### config.mk
export PLATFORM = sky130hd
export DESIGN_NAME = delay_code_counter
export DESIGN_NICKNAME = d
export VERILOG_FILES = /design/src/rtl/dly_cal_pkg.sv /design/src/rtl/dly_cal_ctrl.sv /design/src/rtl/dly_cal_datapath.sv /design/src/rtl/delay_code_counter.sv
export SDC_FILE = /design/constraint.sdc
export NUM_CORES = 1
export LEC_CHECK = 0
export BUFFER_PORTS_ARGS = -buffer_cell sky130_fd_sc_hd__clkbuf_2
export CORE_AREA = 8 8 45 47
export DETAILED_ROUTE_END_ITERATION = 10
export DIE_AREA = 0 0 53 55
export PLACE_DENSITY = 0.55
export RECOVER_POWER = 50
export SYNTH_ARGS = -nofsm -noshare
export SYNTH_HDL_FRONTEND = slang
export SYNTH_HIERARCHICAL = 1
export SYNTH_SLANG_ARGS = --single-unit
### constraint.sdc
create_clock -name clk -period 1.35 [get_ports clk]
set_input_delay 0 -clock clk [delete_from_list [all_inputs] [get_ports clk]]
set_output_delay 0 -clock clk [all_outputs]
set_load 0.005 [all_outputs]
### src/rtl/dly_cal_pkg.sv
package dly_cal_pkg;

  // Strobes from the control path to the code datapath
  typedef struct packed {
    logic step;      // raise the code by one on this edge
    logic lastStep;  // this step lands on the all-ones code
  } calStrobe_t;

endpackage

### src/rtl/dly_cal_ctrl.sv
module dly_cal_ctrl
  import dly_cal_pkg::*;
(
  input  logic       clk,
  input  logic       rstN,
  input  logic       levelEn,
  input  logic       dualPolarity,
  input  logic       saturated,
  input  logic       atPenultimate,
  output calStrobe_t strobe
);

  logic phaseQ;
  logic activeCycle;

  // A cycle counts only while enabled and not yet saturated
  assign activeCycle = levelEn && !saturated;

  always_ff @(posedge clk or negedge rstN) begin
    if (!rstN) begin
      phaseQ <= 1'b0;
    end else if (activeCycle) begin
      phaseQ <= !phaseQ;
    end
  end

  always_comb begin
    strobe = '0;
    if (activeCycle) begin
      strobe.step = dualPolarity ? phaseQ : 1'b1;
    end
    strobe.lastStep = strobe.step && atPenultimate;
  end

  AST_PHASE_HOLD: assert property (@(posedge clk) disable iff (!rstN)
    !levelEn |=> $stable(phaseQ));

  AST_DUAL_SPACING: assert property (@(posedge clk) disable iff (!rstN)
    (strobe.step && dualPolarity) |=> !(strobe.step && dualPolarity));

endmodule

### src/rtl/dly_cal_datapath.sv
module dly_cal_datapath
  import dly_cal_pkg::*;
#(
  parameter int CODE_WIDTH = 6
) (
  input  logic                  clk,
  input  logic                  rstN,
  input  calStrobe_t            strobe,
  output logic [CODE_WIDTH-1:0] code,
  output logic                  overflow,
  output logic                  atPenultimate
);

  localparam logic [CODE_WIDTH-1:0] CODE_MAX = '1;
  localparam logic [CODE_WIDTH-1:0] CODE_ONE = CODE_WIDTH'(1);

  logic [CODE_WIDTH-1:0] countQ;
  logic                  ovfQ;

  assign atPenultimate = (countQ == CODE_MAX - CODE_ONE);

  always_ff @(posedge clk or negedge rstN) begin
    if (!rstN) begin
      countQ <= '0;
      ovfQ   <= 1'b0;
    end else begin
      if (strobe.step && !ovfQ) begin
        countQ <= countQ + CODE_ONE;
      end
      if (strobe.lastStep) begin
        ovfQ <= 1'b1;
      end
    end
  end

  assign code     = countQ;
  assign overflow = ovfQ;

  AST_STEP_INCREMENT: assert property (@(posedge clk) disable iff (!rstN)
    (strobe.step && !ovfQ) |=> (countQ == $past(countQ) + CODE_ONE));

  AST_OVERFLOW_AT_MAX: assert property (@(posedge clk) disable iff (!rstN)
    (countQ == CODE_MAX) |-> ovfQ);

  AST_OVERFLOW_ONLY_AT_MAX: assert property (@(posedge clk) disable iff (!rstN)
    ovfQ |-> (countQ == CODE_MAX));

  AST_OVERFLOW_STICKY: assert property (@(posedge clk) disable iff (!rstN)
    ovfQ |=> (ovfQ && countQ == CODE_MAX));

endmodule

### src/rtl/delay_code_counter.sv
module delay_code_counter
  import dly_cal_pkg::*;
#(
  parameter int CODE_WIDTH = 6
) (
  input  logic                  clk,
  input  logic                  rstN,
  input  logic                  levelEn,
  input  logic                  dualPolarity,
  output logic [CODE_WIDTH-1:0] code,
  output logic                  overflow
);

  calStrobe_t strobe;
  logic       atPenultimate;

  dly_cal_ctrl ctrl_i (
    .clk           (clk),
    .rstN          (rstN),
    .levelEn       (levelEn),
    .dualPolarity  (dualPolarity),
    .saturated     (overflow),
    .atPenultimate (atPenultimate),
    .strobe        (strobe)
  );

  dly_cal_datapath #(
    .CODE_WIDTH (CODE_WIDTH)
  ) dp_i (
    .clk           (clk),
    .rstN          (rstN),
    .strobe        (strobe),
    .code          (code),
    .overflow      (overflow),
    .atPenultimate (atPenultimate)
  );

  AST_HOLD_DISABLED: assert property (@(posedge clk) disable iff (!rstN)
    !levelEn |=> ($stable(code) && $stable(overflow)));

endmodule

==> results.yml <==
worst_setup_path:
  r2r_cells: 6
  worst_ep_arrival_time_ps: 1420
  crit_fanout: 6
  required_ps: 1480
  worst-r2r-setup-slack_ps: 60
  timing.setup.critical_path_class: "flip-flop to flip-flop"
  r2r_start: "dp_i/overflow"
  cp-start-kind: "flip-flop"
  r2r-end: "dp_i/code[5]"
  endpoint_kind: "flip-flop"
route:
  wl_per_cell_um: 10.9
  drtPass1Iterations: 4
  ant_nets: 0
  wirelength_um: 762
  drt_iter0_drc: 4
  viasPerCell: 4.34
  drc: 0
  vias: 304
global_route:
  grt_use_total: 0.0617
  grt_max_degree: 9
  grt-ovfl-total: 0
  grt_pass1_vias: 299
  grt_antenna_before_repair: 0
  grt_pass1_wl_um: 1300
yosys:
  yosysUniqueCellTypes: 14
  postSynthAreaPerCell_sq_um: 11.7
  netlist_instances: 33
  syn_area_sq_um: 387
  yosysWarnings: 6
  yosysSeqAreaShare: 0.518
  syn-num-nets: 39
  ys_ff_latch: 8
pwr:
  power_density_mw_per_mm2: 1810
  ir_drop_mv: 0.936
  p_leak_uw: 0.000268
status:
  status: "complete, no violations"
timing:
  finalCriticalPeriod_ps: 1290
  slew_viol_final: 0
  finalHoldViolations: 0
  setup_viol: 0
  period_share: 0.956
  maxSlewHeadroom: 0.720
  setup_ws_ps: 59.1
  max_freq_mhz: 775
  finClkSkew_ps: 4.29
  worst_slew_pin_slew_ps: 420
worst_hold_path:
  min_to: "ctrl_i/phaseQ"
  min_from: "levelEn"
  hold_depth: 3
  hp-class: "input pin to flip-flop"
clock_network:
  cts_buffer_depth: 2
  clk_pin_slew_ps: 50
  clkLatencyLatePin_ps: 250
  htree_levels: 1
  cts-root-buf: "clkbuf_4"
  clock_sinks: 8
  cts_tree: "done"
  cts-buffers-inserted: 3
die:
  die_area_sq_mm: 0.00292
  rows: 14
  die_w_um: 53
  core-area_sq_mm: 0.00138
  die-height_um: 55
  start_util: 0.279
  num_io_pins: 11
placement:
  place_congestion: 0.676
  pre_cts_ws_ps: 54.6
  dp_hpwl_um: 591
  port_buffers: 10
  place_inst: 64
cells_and_area:
  instances_no_fill: 70
  drive_gt1_frac: 0.426
  nets: 62
  antennaDiodeCount: 0
  syn_to_final_growth_pct: 42.4
flow_run:
  drv_cap: 0
[state kept, by name, indices dropped and copies added, names as in the netlist]
| name | flops |
|---|---|
| ctrl_i/phaseQ | 1 |
| dp_i/code | 6 |
| dp_i/overflow | 1 |
[cells in the final DEF, fill, tap and decap left out, drive strengths merged]
cell type and count:
mux2i 1, buf 8, or2 1, nand2 1, a211oi 1, dlygate4sd3 1
dfrtp 8, nor2b 1, nand2b 1, and3 2, clkbuf 13, a21oi 1
nand4 3, inv 4, xnor2 6, ha 2
[Yosys cell counts, drive strengths merged]
| master | instances | area, sq um |
|---|---|---|
| dfrtp | 8 | 200 |
| xnor2 | 6 | 52.6 |
| inv | 4 | 15.0 |
| nand4 | 3 | 18.8 |
| and3 | 2 | 12.5 |
| ha | 2 | 25.0 |
| a211oi | 1 | 12.5 |
| a21oi | 1 | 5.00 |
| buf | 1 | 5.00 |
| mux2i | 1 | 10.0 |
| nand2 | 1 | 3.75 |
| nand2b | 1 | 13.8 |
| nor2b | 1 | 6.26 |
| or2 | 1 | 6.26 |
[critical path, cell delays in order (launching register included)]
cell and delay [ps]:
dfrtp_1 370, nand2b_4 160, a21oi_2 100, nor2b_2 160, buf_6 130, nand4_1 100
xnor2_1 150
[cell families (layout without fill, tap and decap cells)]
| group | Yosys count | count (layout) | synth area share |
|---|---|---|---|
| XOR/XNOR | 6 | 6 | 0.136 |
| adder cells (fa/ha/maj) | 2 | 2 | 0.0647 |
| AO/OA/AOI/OAI | 2 | 2 | 0.0453 |
| AND/OR/NAND/NOR | 9 | 9 | 0.159 |
| flip-flops | 8 | 8 | 0.518 |
| multiplexers | 1 | 1 | 0.0259 |
| buffers and inverters | 5 | 26 | 0.0518 |
[stage by stage]
stage / total power (uW) / setup TNS, ps / utilization / cell area (sq um) / hold WS [ps]
2_1_floorplan: 586 / 0 / - / 387 / -296
3_3_place_gp: 808 / 0 / 0.359 / 497 / -140
3_5_place_dp: 817 / 0 / 0.359 / 497 / -143
4_1_cts: 999 / 0 / 0.382 / 529 / 33.6
5_1_grt: 1080 / -19.3 / 0.398 / 551 / 64.3
6_report: 994 / 0 / 0.398 / 551 / 43.1
[timing repair]
action	CTS	global route
hold endpoints to repair	8	0
resized for setup	0	3
setup endpoints to repair	0	3
hold buffers	1	0
setup buffers	0	2
[per-layer routing]
layer | vias to the layer above | GRT usage | wire [um] | share of wire
li1 | 151 | - | - | -
met1 | 142 | 0.0652 | 308 | 0.40
met2 | 9 | 0.0898 | 351 | 0.46
met3 | 2 | 0.0481 | 91 | 0.12
met4 | 0 | 0.0259 | 10 | 0.013
met5 | - | 0 | 0 | 0
[worst max-delay path by stage]
stage / startpoint / end / slack, ps / cells after the start
after floorplan: dp_i/overflow / dp_i/code[3] / 70 / 6
after global placement: dp_i/overflow / dp_i/code[5] / 50 / 6
after detailed placement: dp_i/overflow / dp_i/code[5] / 50 / 6
after CTS: dp_i/overflow / dp_i/code[5] / 40 / 6
after global routing: dp_i/overflow / dp_i/code[5] / -10 / 6
final: dp_i/overflow / dp_i/code[5] / 60 / 6
[final cells by class]
type	instances	area, sq um
Fill cell	140	833
Sequential cell	8	200
Multi-Input combinational cell	20	173
Timing Repair Buffer	19	120
Clock buffer	3	22.5
Tap cell	16	20.0
Inverter	4	15.0
[where the power goes]
| group | internal, uW | switching (uW) |
|---|---|---|
| clock network | 101 | 75.7 |
| logic | 230 | 200 |
| registers | 334 | 52.4 |
Note: power is estimated with default switching activity, not from simulation.
